`src/rtl/dpp_pkg.sv`:
```
package dpp_pkg;
  // channel field width is fixed by the command byte layout (bits 3:0)
  localparam int CH_W = 4;

  // operation codes in command bits 7:4
  localparam logic [3:0] OP_PORT_WR = 4'h0;
  localparam logic [3:0] OP_ADDR_WR = 4'h2;
  localparam logic [3:0] OP_ADDR_RD = 4'h3;
  localparam logic [3:0] OP_CNT_WR  = 4'h4;
  localparam logic [3:0] OP_CNT_RD  = 4'h5;
  localparam logic [3:0] OP_MODE_WR = 4'h7;
  localparam logic [3:0] OP_MASK    = 4'h9;
  localparam logic [3:0] OP_UNMASK  = 4'hA;
  localparam logic [3:0] OP_IDLE    = 4'hF;

  // mode byte bit positions
  localparam int MB_IO   = 0;
  localparam int MB_EN   = 2;
  localparam int MB_RD   = 3;
  localparam int MB_WIDE = 6;

  typedef enum logic [2:0] {
    FLD_NONE,
    FLD_PORT,
    FLD_ADDR,
    FLD_CNT,
    FLD_MODE
  } fld_e;
endpackage

```
`src/rtl/dpp_cmd_seq.sv`:
```
module dpp_cmd_seq
  import dpp_pkg::*;
#(
  parameter int PORT_B = 2,
  parameter int ADDR_B = 3,
  parameter int CNT_B  = 2,
  parameter int PTR_W  = 2
) (
  input  logic             clk,
  input  logic             rst,
  input  logic             cmd_we,
  input  logic             data_we,
  input  logic             data_re,
  input  logic [7:0]       wdata,
  output fld_e             fld,
  output logic [PTR_W-1:0] ptr,
  output logic [CH_W-1:0]  cur_ch,
  output logic             wr_go,
  output logic             rd_go,
  output logic             rd_any,
  output logic             mask_set,
  output logic             mask_clr,
  output logic [CH_W-1:0]  cmd_ch
);
  logic [3:0]       op_q;
  logic [PTR_W-1:0] len;
  logic             wr_op;
  logic             rd_op;
  logic             in_rng;

  always_comb begin
    fld   = FLD_NONE;
    len   = '0;
    wr_op = 1'b0;
    rd_op = 1'b0;
    case (op_q)
      OP_PORT_WR: begin fld = FLD_PORT; len = PTR_W'(PORT_B); wr_op = 1'b1; end
      OP_ADDR_WR: begin fld = FLD_ADDR; len = PTR_W'(ADDR_B); wr_op = 1'b1; end
      OP_ADDR_RD: begin fld = FLD_ADDR; len = PTR_W'(ADDR_B); rd_op = 1'b1; end
      OP_CNT_WR:  begin fld = FLD_CNT;  len = PTR_W'(CNT_B);  wr_op = 1'b1; end
      OP_CNT_RD:  begin fld = FLD_CNT;  len = PTR_W'(CNT_B);  rd_op = 1'b1; end
      OP_MODE_WR: begin fld = FLD_MODE; len = PTR_W'(1);      wr_op = 1'b1; end
      default: ;
    endcase
  end

  assign in_rng   = (ptr < len);
  assign wr_go    = data_we && !cmd_we && wr_op && in_rng;
  assign rd_go    = data_re && !cmd_we && rd_op && in_rng;
  assign rd_any   = data_re && !cmd_we;
  assign cmd_ch   = wdata[CH_W-1:0];
  assign mask_set = cmd_we && (wdata[7:4] == OP_MASK);
  assign mask_clr = cmd_we && (wdata[7:4] == OP_UNMASK);

  always_ff @(posedge clk) begin
    if (rst) begin
      op_q   <= OP_IDLE;
      cur_ch <= '0;
      ptr    <= '0;
    end else if (cmd_we) begin
      op_q   <= wdata[7:4];
      cur_ch <= wdata[CH_W-1:0];
      ptr    <= '0;
    end else if (wr_go || rd_go) begin
      ptr    <= ptr + 1'b1;
    end
  end


  ptr_reset_chk: assert property (@(posedge clk) disable iff (rst)
    cmd_we |=> (ptr == '0));


  ptr_limit_chk: assert property (@(posedge clk) disable iff (rst)
    ptr <= len);
endmodule

```
`src/rtl/dpp_chan_slot.sv`:
```
module dpp_chan_slot
  import dpp_pkg::*;
#(
  parameter int ADDR_W = 24,
  parameter int CNT_W  = 16,
  parameter int PORT_W = 16,
  parameter int PTR_W  = 2
) (
  input  logic              clk,
  input  logic              rst,
  input  logic              sel,
  input  logic              wr_go,
  input  fld_e              fld,
  input  logic [PTR_W-1:0]  ptr,
  input  logic [7:0]        wbyte,
  input  logic              mask_set,
  input  logic              mask_clr,
  input  logic              dec,
  output logic [PORT_W-1:0] port_q,
  output logic [ADDR_W-1:0] addr_q,
  output logic [CNT_W-1:0]  cnt_q,
  output logic [7:0]        mode_q,
  output logic              masked_q,
  output logic              active
);
  localparam int PORT_B = PORT_W / 8;
  localparam int ADDR_B = ADDR_W / 8;
  localparam int CNT_B  = CNT_W / 8;

  logic term_q;
  logic mine_wr;
  logic dec_hit;

  assign active  = !masked_q && mode_q[MB_EN] && !term_q;
  assign mine_wr = sel && wr_go;
  assign dec_hit = dec && active && !mine_wr;

  always_ff @(posedge clk) begin
    if (rst) begin
      port_q   <= '0;
      addr_q   <= '0;
      cnt_q    <= '0;
      mode_q   <= '0;
      masked_q <= 1'b1;
      term_q   <= 1'b0;
    end else begin
      if (mask_set)      masked_q <= 1'b1;
      else if (mask_clr) masked_q <= 1'b0;

      if (mine_wr) begin
        case (fld)
          FLD_PORT: begin
            for (int b = 0; b < PORT_B; b++)
              if (ptr == PTR_W'(b)) port_q[b*8 +: 8] <= wbyte;
          end
          FLD_ADDR: begin
            for (int b = 0; b < ADDR_B; b++)
              if (ptr == PTR_W'(b)) addr_q[b*8 +: 8] <= wbyte;
          end
          FLD_CNT: begin
            for (int b = 0; b < CNT_B; b++)
              if (ptr == PTR_W'(b)) cnt_q[b*8 +: 8] <= wbyte;
            term_q <= 1'b0;
          end
          FLD_MODE: begin
            mode_q <= wbyte;
            term_q <= 1'b0;
          end
          default: ;
        endcase
      end else if (dec_hit) begin
        if (cnt_q == '0) term_q <= 1'b1;
        else             cnt_q  <= cnt_q - 1'b1;
      end
    end
  end


  cnt_step_chk: assert property (@(posedge clk) disable iff (rst)
    (dec_hit && cnt_q != '0) |=> (cnt_q == $past(cnt_q) - 1'b1));


  term_stop_chk: assert property (@(posedge clk) disable iff (rst)
    (dec_hit && cnt_q == '0) |=> (!active && cnt_q == '0));


  mask_take_chk: assert property (@(posedge clk) disable iff (rst)
    mask_set |=> (masked_q && !active));
endmodule

```
`src/rtl/dma_prog_port.sv`:
```
module dma_prog_port
  import dpp_pkg::*;
#(
  parameter int NCH    = 16,
  parameter int ADDR_W = 24,
  parameter int CNT_W  = 16,
  parameter int PORT_W = 16
) (
  input  logic              clk,
  input  logic              rst,
  input  logic              cmd_we,
  input  logic              data_we,
  input  logic              data_re,
  input  logic [7:0]        wdata,
  output logic [7:0]        rdata,
  input  logic              dec_en,
  input  logic [3:0]        dec_ch,
  input  logic [3:0]        view_ch,
  output logic [NCH-1:0]    ch_active,
  output logic [PORT_W-1:0] view_port,
  output logic [ADDR_W-1:0] view_addr,
  output logic [CNT_W-1:0]  view_cnt,
  output logic [7:0]        view_mode,
  output logic              view_read,
  output logic              view_iotgt,
  output logic              view_wide,
  output logic              view_masked
);
  localparam int PORT_B = PORT_W / 8;
  localparam int ADDR_B = ADDR_W / 8;
  localparam int CNT_B  = CNT_W / 8;
  localparam int MAXB   = (ADDR_B > PORT_B) ? ((ADDR_B > CNT_B) ? ADDR_B : CNT_B)
                                            : ((PORT_B > CNT_B) ? PORT_B : CNT_B);
  localparam int PTR_W  = $clog2(MAXB + 1);

  fld_e             fld;
  logic [PTR_W-1:0] ptr;
  logic [CH_W-1:0]  cur_ch;
  logic [CH_W-1:0]  cmd_ch;
  logic             wr_go, rd_go, rd_any, mask_set, mask_clr;

  logic [PORT_W-1:0] port_a [NCH];
  logic [ADDR_W-1:0] addr_a [NCH];
  logic [CNT_W-1:0]  cnt_a  [NCH];
  logic [7:0]        mode_a [NCH];
  logic [NCH-1:0]    masked_a;
  logic [7:0]        rd_byte;

  dpp_cmd_seq #(
    .PORT_B(PORT_B), .ADDR_B(ADDR_B), .CNT_B(CNT_B), .PTR_W(PTR_W)
  ) u_seq (
    .clk(clk), .rst(rst), .cmd_we(cmd_we), .data_we(data_we), .data_re(data_re),
    .wdata(wdata), .fld(fld), .ptr(ptr), .cur_ch(cur_ch), .wr_go(wr_go),
    .rd_go(rd_go), .rd_any(rd_any), .mask_set(mask_set), .mask_clr(mask_clr),
    .cmd_ch(cmd_ch)
  );

  for (genvar i = 0; i < NCH; i++) begin : g_ch
    dpp_chan_slot #(
      .ADDR_W(ADDR_W), .CNT_W(CNT_W), .PORT_W(PORT_W), .PTR_W(PTR_W)
    ) u_slot (
      .clk(clk), .rst(rst),
      .sel(cur_ch == CH_W'(i)),
      .wr_go(wr_go), .fld(fld), .ptr(ptr), .wbyte(wdata),
      .mask_set(mask_set && cmd_ch == CH_W'(i)),
      .mask_clr(mask_clr && cmd_ch == CH_W'(i)),
      .dec(dec_en && dec_ch == CH_W'(i)),
      .port_q(port_a[i]), .addr_q(addr_a[i]), .cnt_q(cnt_a[i]),
      .mode_q(mode_a[i]), .masked_q(masked_a[i]), .active(ch_active[i])
    );
  end

  // read-back byte selection for the current channel and pointer
  always_comb begin
    rd_byte = 8'h00;
    if (fld == FLD_ADDR) begin
      for (int b = 0; b < ADDR_B; b++)
        if (ptr == PTR_W'(b)) rd_byte = addr_a[cur_ch][b*8 +: 8];
    end else if (fld == FLD_CNT) begin
      for (int b = 0; b < CNT_B; b++)
        if (ptr == PTR_W'(b)) rd_byte = cnt_a[cur_ch][b*8 +: 8];
    end
  end

  always_ff @(posedge clk) begin
    if (rst)         rdata <= 8'h00;
    else if (rd_go)  rdata <= rd_byte;
    else if (rd_any) rdata <= 8'h00;
  end

  always_ff @(posedge clk) begin
    if (rst) begin
      view_port   <= '0;
      view_addr   <= '0;
      view_cnt    <= '0;
      view_mode   <= '0;
      view_read   <= 1'b0;
      view_iotgt  <= 1'b0;
      view_wide   <= 1'b0;
      view_masked <= 1'b1;
    end else begin
      view_port   <= port_a[view_ch];
      view_addr   <= addr_a[view_ch];
      view_cnt    <= cnt_a[view_ch];
      view_mode   <= mode_a[view_ch];
      view_read   <= mode_a[view_ch][MB_RD];
      view_iotgt  <= mode_a[view_ch][MB_IO];
      view_wide   <= mode_a[view_ch][MB_WIDE];
      view_masked <= masked_a[view_ch];
    end
  end


  rd_zero_chk: assert property (@(posedge clk) disable iff (rst)
    (rd_any && !rd_go) |=> (rdata == 8'h00));


  rd_hold_chk: assert property (@(posedge clk) disable iff (rst)
    !rd_any |=> $stable(rdata));
endmodule

```
`config.mk`:
```
export PLATFORM = sky130hd
export DESIGN_NAME = dma_prog_port
export DESIGN_NICKNAME = d
export VERILOG_FILES = /design/src/rtl/dpp_pkg.sv /design/src/rtl/dpp_cmd_seq.sv /design/src/rtl/dpp_chan_slot.sv /design/src/rtl/dma_prog_port.sv
export SDC_FILE = /design/constraint.sdc
export NUM_CORES = 2
export LEC_CHECK = 0
export BUFFER_PORTS_ARGS = -buffer_cell sky130_fd_sc_hd__buf_2
export CAP_MARGIN = 20
export CORE_ASPECT_RATIO = 1.2
export CORE_MARGIN = 4
export CORE_UTILIZATION = 30
export DETAILED_ROUTE_END_ITERATION = 7
export PLACE_DENSITY = 0.46
export SYNTH_ARGS = -nofsm -noshare
export SYNTH_HDL_FRONTEND = slang
export SYNTH_HIERARCHICAL = 1
export SYNTH_SLANG_ARGS = --single-unit
```
`constraint.sdc`:
```
create_clock -name clk -period 5.18 [get_ports clk]
set_input_delay 1.036 -clock clk [delete_from_list [all_inputs] [get_ports clk]]
set_output_delay 1.036 -clock clk [all_outputs]
set_load 0.01 [all_outputs]
```
# [Yosys cells after proc, flatten, opt, wreduce, memory -nomap -nowiden]
# Cells that the tools add are included.
[word_totals] register_bits=1142 in_bits=22 output_inout_bits=92 word_cells=873
[op_classes] addsub=17 n_lt_le_gt_ge=4 n_eq_ne=138 muxes=133 bitwise_logic=2 n_reduce_logical=407
[ops] operator="16-bit 2-to-1 mux" n=55
[ops] operator="3-bit AND reduction" n=96
[ops] operator="16-bit zero test" n=16
[ops] operator="16-bit by 1-bit subtractor with 16-bit output, second input constant" n=16
[ops] operator="16-bit binary-select mux with 4-bit select" n=3
[ops] operator="24-bit binary-select mux with 4-bit select" n=2
[ops] operator="1-bit logical AND" n=136
[ops] operator="2-bit != test, second input constant" n=64
[ops] operator="4-bit AND reduction" n=32
[ops] operator="4-bit == test, second input constant" n=26
[ops] operator="8-bit 2-to-1 mux" n=13
[ops] operator="24-bit 2-to-1 mux" n=4
[ops] operator="2-bit nonzero test" n=33
[ops] operator="4-bit by 3-bit == test with 1-bit output, second input constant" n=15
[ops] operator="1-bit 2-to-1 mux" n=52
[ops] operator="1-bit zero test" n=49
[ops] operator="2-bit OR reduction" n=21
[ops] operator="8-bit binary-select mux with 4-bit select" n=1
[ops] operator="4-bit by 2-bit == test with 1-bit output, second input constant" n=8
[ops] operator="2-bit by 1-bit != test with 1-bit output, second input constant" n=16
[ops] operator="2-bit AND reduction" n=16
[ops] operator="4-bit zero test" n=4
[ops] operator="4-bit by 1-bit == test with 1-bit output, second input constant" n=3
[ops] operator="3-bit case mux with 4 select lines" n=1
[ops] operator="16 further kinds" n=19

# [Longest topological paths before layout]
[depth] word_depth=10 mapped_depth=15 depth_no_buf=11

# [Hierarchy]
# Netlist, hierarchy kept.
[by_module_without_submodules] mod="dpp_chan_slot (g_ch[0].u_slot ...)" n_inst=15 cells_per_inst=342 area_per_inst_um2=2954.1 seq_area_each_um2=1321.3
[by_module_without_submodules] mod="dma_prog_port" n_inst=1 cells_per_inst=1052 area_per_inst_um2=15394.8 seq_area_each_um2=1461.4
[by_module_without_submodules] mod="dpp_chan_slot (g_ch[12].u_slot)" n_inst=1 cells_per_inst=333 area_per_inst_um2=2952.8 seq_area_each_um2=1321.3
[by_module_without_submodules] mod="dpp_cmd_seq" n_inst=1 cells_per_inst=68 area_per_inst_um2=584.3 seq_area_each_um2=200.2

# [Worst setup path after synthesis]
# OpenSTA, ideal clock, no wires.
[synth_timing] kind="register to register" start="reg u_seq.op_q[2]" end="reg g_ch[12].u_slot.port_q[0]" setup_ns=0.128 arrival_ns=5.119 t_required_ns=5.052 setup_slack_ns=-0.067 stages_incl_launch_ff=8 n_path_buf=1 synth_period_minus_slack_ns=5.247 path_cell_list="dfxtp_1 > nand2b_1 > nor3b_1 > nand3b_1 > or4_1 > buf_2 > mux2i_1 > nor2_1"
[synth_between] word_cells_on_any_way=19 classes_between="1 x order compare; 6 x eq/ne; 3 x mux; 9 x reduce/logical"
[synth_rtl] element="start: declaration" line_no="dpp_cmd_seq.sv:25" source="logic [3:0] op_q;"
[synth_rtl] element="start signal: assignment" line_no="dpp_cmd_seq.sv:61" source="op_q <= wdata[7:4];"
[synth_rtl] element="4-bit by 3-bit == test with 1-bit output or 4-bit by 2-bit == test with 1-bit output (tied branches)" line_no="dpp_cmd_seq.sv:36" source="case (op_q)"
[synth_rtl] element="2-bit OR reduction (no source line)"
[synth_rtl] element="3-bit case mux with 4 select lines (*)" line_no="dpp_cmd_seq.sv:36"
[synth_rtl] element="via fld[0]" line_no="dma_prog_port.sv:36" source="fld_e fld;"
[synth_rtl] element="3-bit by 1-bit == test with 1-bit output (*)" line_no="dpp_chan_slot.sv:51" source="case (fld)"
[synth_rtl] element="3-bit AND reduction (no source line) (*)"
[synth_rtl] element="end signal: indexed assignment" line_no="dpp_chan_slot.sv:54" source="if (ptr == PTR_W'(b)) port_q[b*8 +: 8] <= wbyte;"
[synth_rtl] element="end: declaration" line_no="dpp_chan_slot.sv:19" source="output logic [PORT_W-1:0] port_q,"
# The timed path passes the listed nets; every way through them passes the cells marked *.
# A chain may end at the register's enable or synchronous reset.

# [Worst setup path in the final report]
[layout_timing] start="reg u_seq.op_q[0]" end="reg g_ch[2].u_slot.port_q[2]"
[layout_between] elab_chain_cells=7 word_cells_on_any_way=19 classes_between="1 x order compare; 6 x eq/ne; 3 x mux; 9 x reduce/logical"
[layout_rtl] element="4-bit by 3-bit == test with 1-bit output, or another cell as far along" line_no="dpp_cmd_seq.sv:36"
[layout_rtl] element="3-bit OR reduction (no source line), or another cell as far along"
[layout_rtl] element="2-bit case mux with 3 select lines or 1-bit 2-to-1 mux (tied branches)" line_no="dpp_cmd_seq.sv:36"
[layout_rtl] element="2-bit < comparator or 1-bit logical AND (tied branches)" line_no="dpp_cmd_seq.sv:47, dpp_cmd_seq.sv:48"
[layout_rtl] element="1-bit logical AND (*)" line_no="dpp_cmd_seq.sv:48" source="assign wr_go = data_we && !cmd_we && wr_op && in_rng;"
[layout_rtl] element="via wr_go" line_no="dma_prog_port.sv:40" source="logic wr_go, rd_go, rd_any, mask_set, mask_clr;"
[layout_rtl] element="1-bit logical AND (*)" line_no="dpp_chan_slot.sv:35" source="assign mine_wr = sel && wr_go;"
[layout_rtl] element="3-bit AND reduction (no source line) (*)"
[layout_rtl] element="end signal: indexed assignment" line_no="dpp_chan_slot.sv:54"
[layout_rtl] element="end: declaration" line_no="dpp_chan_slot.sv:19"
# Marks and branches as above.

==> implementation parameters <==
Parameter                              Value

Critical path
  CP required ... 5.83 ns
  Crit. End Element ... flip-flop
  Critical Setup Path Class ... reg -> reg
  Critical path peak fanout ... 36
  R2R Setup Slk ... 1.00 ns
  Reg2Reg Launch Point ... u_seq/op_q[0]
  Worst EP arrival ... 4.83 ns
  Critical path startpoint category ... flip-flop
  Crit path launch ... u_seq/op_q[0]

CTS
  Setup Fix Bufs, Post-CTS ... 0
  Clock transition at the registers of the reported paths ... 0.06 ns
  Post-CTS Resized ... 0
  Maximum clock path buffer count ... 3
  CTS tree ... built
  Cell at the root of the clock tree ... sky130_fd_sc_hd__clkbuf_16
  Clock sinks ... 1,139
  Total of hold buffers inserted after clock tree synthesis ... 0
  Number of buffers inserted during clock tree synthesis ... 131
  CTS H-tree depth ... 4
  Worst-Skew Late Latency ... 0.81 ns

Synth
  Number of synthesized flops with an enable pin ... 0
  Most instantiated flip-flop cell in the synthesis netlist ... sky130_fd_sc_hd__dfxtp_1
  Yosys top cell by area ... sky130_fd_sc_hd__dfxtp_1
  Library cells used by synthesis ... 82
  Biggest area contributors in the synthesized netlist ... sky130_fd_sc_hd__dfxtp_1 (36%), sky130_fd_sc_hd__mux4_2 (18%), sky130_fd_sc_hd__mux2i_1 (9.1%)
  Syn Nets ... 6,622
  Summed instance area of the synthesized netlist ... 63,200 um^2
  Mean post-synth cell area ... 9.61 um^2
  Portion of synthesized cell area occupied by the leading cell type ... 0.361
  Number of synthesis warnings ... 6
  Count of mapped cells out of synthesis ... 6,583
  Total of flip-flops plus latches after synthesis ... 1,139
  Synth async-reset ratio ... 0
  Synth top cells by count ... sky130_fd_sc_hd__dfxtp_1 (1,139), sky130_fd_sc_hd__nor2_1 (880), sky130_fd_sc_hd__mux2i_1 (578)
  Count leader, synth ... sky130_fd_sc_hd__dfxtp_1
  Sequential element share of the synthesized area ... 0.361

Timing
  Transition time of the tightest slew-check pin ... 1.20 ns
  Min Clock Period, post-route ... 4.18 ns
  Pins over their slew limit ... 0
  Share of the clock period used by the worst path ... 0.806
  Setup_tns ... 0 ns
  Clock tree skew after final layout ... 0.0410 ns
  Post-route worst setup slack ... 1.00 ns
  Maximum clock rate ... 0.239 GHz
  Tightest slew margin relative to the limit ... 0.198
  Minimum hold slack ... 0.453 ns
  Final-report setup violation count ... 0
  RSZ-0062 raised after global routing ... no
  Final hold viol count ... 0

Layout
  Final Net Count ... 6,584
  Layout filler cell count ... 21.3k
  Ratio of cells with drive above 1 in the final layout ... 0.197
  Share of the core filled with cells ... 0.341
  Area of the multi-input gates ... 37,800 um^2
  Register area ... 22,800 um^2
  Area Overhead vs Synth ... 13.0%

GRT
  Wire length of the first global-routing pass ... 373,000 um
  Pin count of the biggest net entering global routing ... 217
  Initial antenna violation count ... 30
  GRT Total Usage ... 0.230
  GRT overflow ... 0
  Via count of the first global-routing pass ... 51.3k

Placed design
  Post-placement worst setup slack ... 0.701 ns
  RePlAce Congestion ... 0.984
  Port buffer count ... 113
  Detailed Place HPWL ... 181,000 um

Power
  Portion of total power attributed to the clock network ... 0.497
  Switch Pwr ... 4.94 mW
  Portion of total power attributed to sequential cells ... 0.448
  Total power density per cell area ... 274 nW/um^2
  Design internal power ... 14.7 mW
  Fraction of power spent switching nets ... 0.252
  Static leakage ... 25.4 nW
  Logic pwr share ... 0.054
  Peak supply drop ... 0.000301 V

Routing
  First-pass iteration count of the detailed router ... 6
  Post-DRT Antenna Nets ... 0
  Iteration-0 DRC Markers ... 5,776
  Post-detailed-routing wire length ... 259,000 um
  Vias per cell ... 5.66
  DRC violations left ... 0
  Avg WL per Cell ... 27.4 um
  DR vias ... 53.4k

Die
  Row Count ... 184
  Starting density of the core ... 0.302
  Die Width ... 427 um
  I/O pins ... 114
  Vertical extent of the die ... 511 um
  Die outline area ... 218,000 um^2
  Core region area ... 210,000 um^2

Hold path
  Class of the worst hold path ... reg -> reg
  Hold path startpoint ... g_ch[7].u_slot/mode_q[1]

Run status
  Result of the run ... finished, final reports clean

Job
  Maximum Capacitance Violations ... 0
-- cell usage in the layout (no fill, tap or decap), types with 23 or more instances in the layout --
cell and n:
sky130_fd_sc_hd__o211ai_4 30, sky130_fd_sc_hd__buf_2 100, sky130_fd_sc_hd__nor2b_1 107, sky130_fd_sc_hd__a21oi_1 478
sky130_fd_sc_hd__nand3b_1 25, sky130_fd_sc_hd__a21boi_0 45, sky130_fd_sc_hd__dfxtp_1 1133, sky130_fd_sc_hd__nand3_1 306
sky130_fd_sc_hd__mux4_2 492, sky130_fd_sc_hd__o21ai_1 174, sky130_fd_sc_hd__a21o_1 78, sky130_fd_sc_hd__or3_1 33
sky130_fd_sc_hd__o21ai_0 138, sky130_fd_sc_hd__nand2b_1 88, sky130_fd_sc_hd__clkbuf_16 132, sky130_fd_sc_hd__o21ai_2 30
sky130_fd_sc_hd__buf_12 26, sky130_fd_sc_hd__clkbuf_1 23, sky130_fd_sc_hd__nor3_1 94, sky130_fd_sc_hd__buf_4 174
sky130_fd_sc_hd__or4_1 48, sky130_fd_sc_hd__inv_1 99, sky130_fd_sc_hd__o31ai_1 34, sky130_fd_sc_hd__nor3b_1 59
sky130_fd_sc_hd__nand2_1 523, sky130_fd_sc_hd__and3_1 63, sky130_fd_sc_hd__clkbuf_8 29, sky130_fd_sc_hd__mux2i_1 578
sky130_fd_sc_hd__nor2_1 878, sky130_fd_sc_hd__a21oi_2 153, sky130_fd_sc_hd__and2_1 31, sky130_fd_sc_hd__o22ai_1 25
-- layer usage --
metal / up-vias / global-route usage / wire, um
met1: 26900 / 0.304 / 109000
li1: 24100 / - / -
met2: 1953 / 0.369 / 121000
met5: - / 0 / 54
met3: 431 / 0.0331 / 15800
met4: 8 / 0.107 / 13100
-- stage by stage --
| stage | instance area [um^2] | std cells | power (mW) |
|---|---|---|---|
| after global routing | 71400 | 9436 | 20.2 |
| final | 71500 | 9443 | 19.6 |
| after detailed placement | 67000 | 9201 | 10.1 |
| after floorplan | 63200 | 6583 | 9.56 |
| after global placement | 67000 | 9201 | 10.0 |
| after CTS | 71400 | 9429 | 19.9 |
-- registers in the layout, summed over array words and instances, names as in the netlist --
signal,flops
g_ch.u_slot/addr_q,384
g_ch.u_slot/cnt_q,256
g_ch.u_slot/port_q,256
g_ch.u_slot/mode_q,128
view_addr,24
g_ch.u_slot/masked_q,16
g_ch.u_slot/term_q,16
view_cnt,16
view_port,16
rdata,8
view_mode,8
u_seq/cur_ch,4
u_seq/op_q,4
u_seq/ptr,2
view_masked,1
-- area by class of cell --
class / count / share of cell area
Multi-Input combinational cell: 4859 / 0.529
Sequential cell: 1139 / 0.319
Clock buffer: 184 / 0.0530
Tap cell: 2790 / 0.0488
Timing Repair Buffer: 312 / 0.0345
Clock inverter: 44 / 0.00924
Inverter: 102 / 0.00536
Antenna cell: 13 / 0.000455
-- worst max-delay path, stage by stage, from the launching register on --
cell and delay, ns:
sky130_fd_sc_hd__dfxtp_1 0.47, sky130_fd_sc_hd__nand2b_1 0.11, sky130_fd_sc_hd__o21ai_0 0.20, sky130_fd_sc_hd__ha_1 0.26
sky130_fd_sc_hd__nor2_1 0.14, sky130_fd_sc_hd__a31oi_1 0.11, sky130_fd_sc_hd__nor2_4 0.43, sky130_fd_sc_hd__buf_12 0.26
sky130_fd_sc_hd__nand2_1 0.07, sky130_fd_sc_hd__buf_4 0.20, sky130_fd_sc_hd__nor2_1 0.64, sky130_fd_sc_hd__nand3_1 0.69
sky130_fd_sc_hd__mux2i_1 0.36, sky130_fd_sc_hd__nor2_1 0.06
-- cells by family after synthesis --
family	Yosys count	synth area share
adder cells (fa/ha/maj)	17	0.00336
AO/OA/AOI/OAI	1350	0.141
XOR/XNOR	1	0.000139
flip-flops	1139	0.361
multiplexers	1076	0.268
buffers and inverters	585	0.0424
AND/OR/NAND/NOR	2415	0.184
-- path summary, 6_finish.rpt --
check                              to  cells after the start
min          g_ch[7].u_slot/mode_q[1]                      2
min reg2reg  g_ch[7].u_slot/mode_q[1]                      2
max reg2reg  g_ch[2].u_slot/port_q[2]                     13
max          g_ch[2].u_slot/port_q[2]                     13
-- power groups by stage --
stage	logic [mW]	clock network [mW]	registers [mW]
2_1_floorplan	0.604	0	8.96
3_3_place_gp	1.07	0	8.98
3_5_place_dp	1.07	0	8.98
4_1_cts	1.07	10.0	8.79
5_1_grt	1.12	10.3	8.78
6_report	1.07	9.75	8.79
No activity file was read; power rests on OpenSTA's default activity.
